`config.mk`:
```
export PLATFORM = sky130hd
export DESIGN_NAME = scan_pattern_gen
export DESIGN_NICKNAME = d
export VERILOG_FILES = /design/src/rtl/spg_pkg.sv /design/src/rtl/spg_ctrl.sv /design/src/rtl/spg_datapath.sv /design/src/rtl/scan_pattern_gen.sv
export SDC_FILE = /design/constraint.sdc
export NUM_CORES = 1
export LEC_CHECK = 0
export ABC_AREA = 0
export CORE_MARGIN = 4
export CORE_UTILIZATION = 38
export CTS_CLUSTER_SIZE = 40
export DETAILED_ROUTE_END_ITERATION = 12
export PLACE_DENSITY = 0.75
export RECOVER_POWER = 25
export REMOVE_ABC_BUFFERS = 1
export SETUP_SLACK_MARGIN = 0.5
export SLEW_MARGIN = 0
export SYNTH_ARGS = -nofsm -noshare
export SYNTH_HDL_FRONTEND = slang
export SYNTH_HIERARCHICAL = 1
export SYNTH_SLANG_ARGS = --single-unit
```
`constraint.sdc`:
```
create_clock -name clk -period 1.5 [get_ports clk]
set_input_delay 0.3 -clock clk [delete_from_list [all_inputs] [get_ports clk]]
set_output_delay 0.3 -clock clk [all_outputs]
set_load 0.05 [all_outputs]
```
`src/rtl/spg_pkg.sv`:
```
package spg_pkg;

  typedef struct packed {
    logic loadSeed;
    logic step;
    logic bypass;
  } ctrlStrobes_t;

  // Feedback masks for a left-shifting register (bit k set = tap on state[k]).
  function automatic logic [31:0] feedbackMask(input int w);
    case (w)
      8:  return 32'h0000_00B8;
      9:  return 32'h0000_0110;
      10: return 32'h0000_0240;
      11: return 32'h0000_0500;
      12: return 32'h0000_0829;
      13: return 32'h0000_100D;
      14: return 32'h0000_2015;
      15: return 32'h0000_6000;
      16: return 32'h0000_D008;
      17: return 32'h0001_2000;
      18: return 32'h0002_0400;
      19: return 32'h0004_0023;
      20: return 32'h0009_0000;
      21: return 32'h0014_0000;
      22: return 32'h0030_0000;
      23: return 32'h0042_0000;
      default: return 32'h0000_D008;
    endcase
  endfunction

endpackage

```
`src/rtl/spg_ctrl.sv`:
```
module spg_ctrl (
  input  logic                  rst,
  input  logic                  advance,
  input  logic                  bypass,
  output spg_pkg::ctrlStrobes_t strobes
);

  // Reset wins over advance; bypass only steers the output mux.
  always_comb begin
    strobes.loadSeed = rst;
    strobes.step     = advance & ~rst;
    strobes.bypass   = bypass;
  end

endmodule

```
`src/rtl/spg_datapath.sv`:
```
module spg_datapath #(
  parameter int unsigned WIDTH    = 16,
  parameter int unsigned CHANNELS = 24,
  parameter int unsigned SEED     = 32'h0000_ACE1,
  parameter logic [CHANNELS*WIDTH-1:0] TAP_SETS = '0
) (
  input  logic                  clk,
  input  spg_pkg::ctrlStrobes_t strobes,
  output logic [CHANNELS-1:0]   chanOut,
  output logic [WIDTH-1:0]      stateOut
);

  localparam logic [WIDTH-1:0] FB_MASK   = WIDTH'(spg_pkg::feedbackMask(WIDTH));
  localparam logic [WIDTH-1:0] SEED_TRUNC = WIDTH'(SEED);
  localparam logic [WIDTH-1:0] SEED_EFF  = (SEED_TRUNC == '0) ? WIDTH'(1) : SEED_TRUNC;

  logic [WIDTH-1:0] state;
  logic             feedbackBit;

  assign feedbackBit = ^(state & FB_MASK);

  always_ff @(posedge clk) begin
    if (strobes.loadSeed)
      state <= SEED_EFF;
    else if (strobes.step)
      state <= {state[WIDTH-2:0], feedbackBit};
  end

  assign stateOut = state;

  for (genvar c = 0; c < CHANNELS; c++) begin : g_chan
    localparam int unsigned BASE  = c % WIDTH;
    localparam int unsigned GROUP = c / WIDTH;
    localparam int unsigned PAIR  = (BASE + 1 + GROUP) % WIDTH;
    localparam logic [WIDTH-1:0] OVERRIDE = TAP_SETS[c*WIDTH +: WIDTH];
    localparam logic [WIDTH-1:0] DEFTAPS  = (WIDTH'(1) << BASE) | (WIDTH'(1) << PAIR);
    localparam logic [WIDTH-1:0] TAPS     = (OVERRIDE != '0) ? OVERRIDE : DEFTAPS;

    logic shifted;
    assign shifted    = ^(state & TAPS);
    assign chanOut[c] = strobes.bypass ? state[BASE] : shifted;
  end

endmodule

```
`src/rtl/scan_pattern_gen.sv`:
```
module scan_pattern_gen #(
  parameter int unsigned WIDTH    = 16,
  parameter int unsigned CHANNELS = 24,
  parameter int unsigned SEED     = 32'h0000_ACE1,
  parameter logic [CHANNELS*WIDTH-1:0] TAP_SETS = '0
) (
  input  logic                clk,
  input  logic                rst,
  input  logic                advance,
  input  logic                bypass,
  output logic [CHANNELS-1:0] chanOut,
  output logic [WIDTH-1:0]    lfsrState
);

  spg_pkg::ctrlStrobes_t strobes;

  spg_ctrl u_ctrl (
    .rst     (rst),
    .advance (advance),
    .bypass  (bypass),
    .strobes (strobes)
  );

  spg_datapath #(
    .WIDTH    (WIDTH),
    .CHANNELS (CHANNELS),
    .SEED     (SEED),
    .TAP_SETS (TAP_SETS)
  ) u_dp (
    .clk      (clk),
    .strobes  (strobes),
    .chanOut  (chanOut),
    .stateOut (lfsrState)
  );

endmodule

```
==> metrics, run 1 <==
Routability Congestion=0.7478; row count=17; initial core utilization=41.29%; clock sink count=16; Num CTS Buffers=3; root buffer cell=clkbuf_4; synth top area cells=dfxtp_1, xnor2_1, mux2i_1; Ports=44; Buffers on Ports=43; Synth top area share=33.77%; Seq/Total Area, Yosys=33.77%; H-tree Lvls=1; Post-DP HPWL=2018 um; status=aborted with a tool error; Setup WS pre-CTS=-325.0 ps; Log Error=[ERROR DPL-0038] Utilization greater than 100%, impossible to legalize; area leader, netlist=dfxtp_1; Yosys cell types=15; Mean Syn Cell Area=9.484 um^2; last stage reached=clock tree synthesis (4_1_cts); Synth Area in Adders=0%; Post-CTS Hold Fix Bufs=0; chip width=57.96 um; Ys Warns=6; placed cells=181; Die Ht=around 58 um; largest family of logic cells by synthesized area=XOR/XNOR gates; mux contribution to synthesized area=~16%; Gates resized, CTS repair=123; CTS Buffer Depth=2; post-synthesis simple-gate area fraction=18.47%; Synth Register Bits=16; Synth Area in Compound Gates=less than 1%; synthesized instance count=100; xor-xnor portion of the synthesized cell area=25.73%; synthesized area=948.4 um^2; Post-CTS Repair Setup Buffers=19
[cell usage after synthesis, drive strengths merged]
cell type  count
nand2b        16
clkbuf         1
dfxtp         16
nor2b          1
xnor2         27
mux2i         15
inv            1
nand2          7
buf            6
nor3           1
nor2           8
a31oi          1
[metrics by stage]
step	setup TNS, ps	utilization [%]	instance area (um^2)
after detailed placement	-7186	82.95	1906
after global placement	-6679	82.95	1906
after floorplan	-12630	-	899.6
[kinds of logic after synthesis]
| logic type | Yosys count |
|---|---|
| compound gates | 1 |
| xor+xnor | 27 |
| buf+inv | 8 |
| simple gates | 33 |
| flops | 16 |
| mux | 15 |
==> run 2: changes to the inputs <==
Settings changed: CORE_UTILIZATION 38 to 23, CTS_CLUSTER_SIZE 40 to default, PLACE_DENSITY 0.75 to default, PLACE_DENSITY_LB_ADDON from default to 0.15, SETUP_SLACK_MARGIN 0.5 to default.
==> run 2 against run 1 <==
- the run now ends clean
- area after synthesis unchanged
- synthesized cell count is the same
==> metrics, run 2 <==
layout cell share with drive strength beyond 1=68.55%; worst setup margin=52.96 ps; Filler Cell Count=309; Routability Congestion=0.6453; hold path depth=2; root buffer cell=clkbuf_8; Primary FF master, synth=dfxtp_1; TritonCTS clock tree=built; clock-pin slew on the worst setup and hold paths=60 ps; Core Area=roughly 4000 um^2; Layout Skew=between 0.8 and 0.9 ps; synth cell count leaders=xnor2_1, dfxtp_1, nand2b_1; vias in the first global route=992; worst-path fanout max=5; Reg2Reg Depth=4; clock sink count=16; Post-CTS Hold Fix Bufs=0; Die Ht=approximately 72 um; hold_sp=u_dp/stateOut[11]; fin nets=between 150 and 200; Ys Warns=6; RSZ-0062 raised after global routing=false; P_sw=0.0006574 W; fin. max-slew vios=0; Leakage Power=1.067 nW; initial antenna violation count=0; fin util=58.93%; chip width=72.22 um; synth top area cells=dfxtp_1, xnor2_1, mux2i_1; HP Class=reg -> reg; Startpoint Class=flip-flop; crit path capture type=primary output; initial DRC count=12; final worst path period share=96.47%; vias per inst=4.239; WL per Instance=13.18 um; initial core utilization=a little under a quarter; drt pass-1 iters=2; status=completed; row count=23; total congestion overflow=0; Layout area overhead=148.5%; Final Setup Violations=0; Slew @ Worst Pin=289.4 ps; Synth top area share=33.77%; residual DRC count=0; DRT Wirelength=2754 um; Fin. Hold Viols=0; Largest register FFs=16; Sw Ratio=36.33%; Crit path arrival time=~1200 ps; area leader, netlist=dfxtp_1; Num CTS Buffers=3; Synth Register Bits=16; GRT Total Usage=a little under an eighth; CTS Buffer Depth=2; Detail Route Antenna Nets=0; CP max stage cell=dfxtp_1; FF-to-FF Start=u_dp/stateOut[14]; post-synthesis async set-or-reset flop share=0%; clock share of power=approximately a fifth; largest net degree at the start of global routing=18; Post-DP HPWL=roughly 2000 um; CP Class=reg -> out; max-cap violations=0; synthesized instance count=100; Comb pwr share=between 50% and 60%; Reg2Reg Setup Slack=between 400 and 500 ps; Flop pwr share=26.8%; Setup WS pre-CTS=-348.2 ps; crit path cell chain=buf_4 -> xnor2_4 -> buf_12; synthesized area=948.4 um^2; slew margin rel.=80.71%; r2r endpoint=u_dp/stateOut[0]; Mean Syn Cell Area=9.484 um^2; most frequent cells in the layout=buf_12, xnor2_2, mux2i_1, buf_4, nand2b_4; Post-CTS Repair Setup Buffers=0; Seq/Total Area, Yosys=33.77%; pwr dens=between 700 and 800 nW/um^2; Post-synth EDFFs=0; global-route wire length before repair=4843 um; minimum clock period=around 1400 ps; Yosys cell types=15; Buffers on Ports=43; setup tns final=0 ps; n_diodes=0; H-tree Lvls=1; VDD IR max=0.0003888 V; routed vias=886; WHS Endpoint=u_dp/stateOut[11]; fmax=0.6911 GHz; area of the die=5215 um^2; clk_lat worst skew=250 ps; Cell Int Power=roughly 0.0012 W; most numerous cell in the Yosys netlist=xnor2_1; slowest stage delay, CP=~380 ps; required time of the worst setup path=1200 ps; Ports=44; commonest non-fill, non-tap cell in the layout=buf_12
## run 2: layer usage
layer / global-route usage (%) / share of wire (%) / vias to the layer above
met5: 0 / 0 / -
met4: 3.758 / 1.1 / 0
met3: 3.463 / 6.8 / 3
met2: 21.54 / 54 / 32
met1: 13.38 / 39 / 415
li1: - / - / 436
## run 2: kinds of logic (layout without fill, tap and decap cells)
family                    count (synthesis)  after routing  synth area share (%)
AOI/OAI and AO/OA                         1              1                0.6601
xor gates and xnor gates                 27             27                 25.73
buffers and inverters                     8             67                 5.540
DFF                                      16             16                 33.77
muxes                                    15             15                 15.83
and+or+nand+nor                          33             33                 18.47
## run 2: worst max path at each step
stage | start | end | slack, ps | depth (start not counted)
after floorplan | u_dp/stateOut[3] | chanOut[17] | -620 | 2
after global placement | bypass | chanOut[8] | -320 | 5
after detailed placement | bypass | chanOut[23] | -350 | 5
after CTS | u_dp/stateOut[12] | chanOut[11] | 10 | 3
after global routing | u_dp/stateOut[13] | chanOut[12] | 1 | 3
final | u_dp/stateOut[5] | chanOut[5] | 50 | 3
## run 2: what timing repair did
| item | in CTS | in global routing |
|---|---|---|
| setup endpoints to repair | 24 | 4 |
| cloned | 1 | 0 |
| hold endpoints to repair | 0 | 0 |
| pin swaps | 13 | 0 |
| gates resized for setup | 63 | 4 |
## run 2: area by class of cell
class | count | area [um^2] | share of cell area, %
inverters | 1 | 3.754 | 0.1592
well taps | 50 | 62.56 | 2.654
repair buffers | 62 | 977.2 | 41.45
clock buffers | 4 | 55.05 | 2.335
flip-flops and latches | 16 | 334.1 | 14.17
multi-input cells | 76 | 924.6 | 39.23
## run 2: stage by stage
step	std cells	hold slack [ps]	area [um^2]	total power (W)
2_1_floorplan	93	372.4	899.6	0.0008944
5_1_grt	209	617.8	2357	0.001879
3_3_place_gp	204	545.9	1941	0.001326
3_5_place_dp	204	577.9	1941	0.001333
6_report	209	586.3	2357	0.001810
4_1_cts	209	594.8	2360	0.001829
## run 2: power by group through the flow
stage | Clock (W) | Sequential (W) | Combinational, W
detailed placement | 0 | 0.000481 | 0.000852
global placement | 0 | 0.000480 | 0.000846
finish | 0.000383 | 0.000484 | 0.000943
global route | 0.000413 | 0.000488 | 0.000978
CTS | 0.000390 | 0.000486 | 0.000953
floorplan | 0 | 0.000561 | 0.000333
## run 2: worst max-delay path: cells and delay by family (launching register included)
family	cells	cell delay, ps
xor gates and xnor gates	1	140
buffers and inverters	2	370
DFF	1	380
Power figures use the tool's default switching activity.
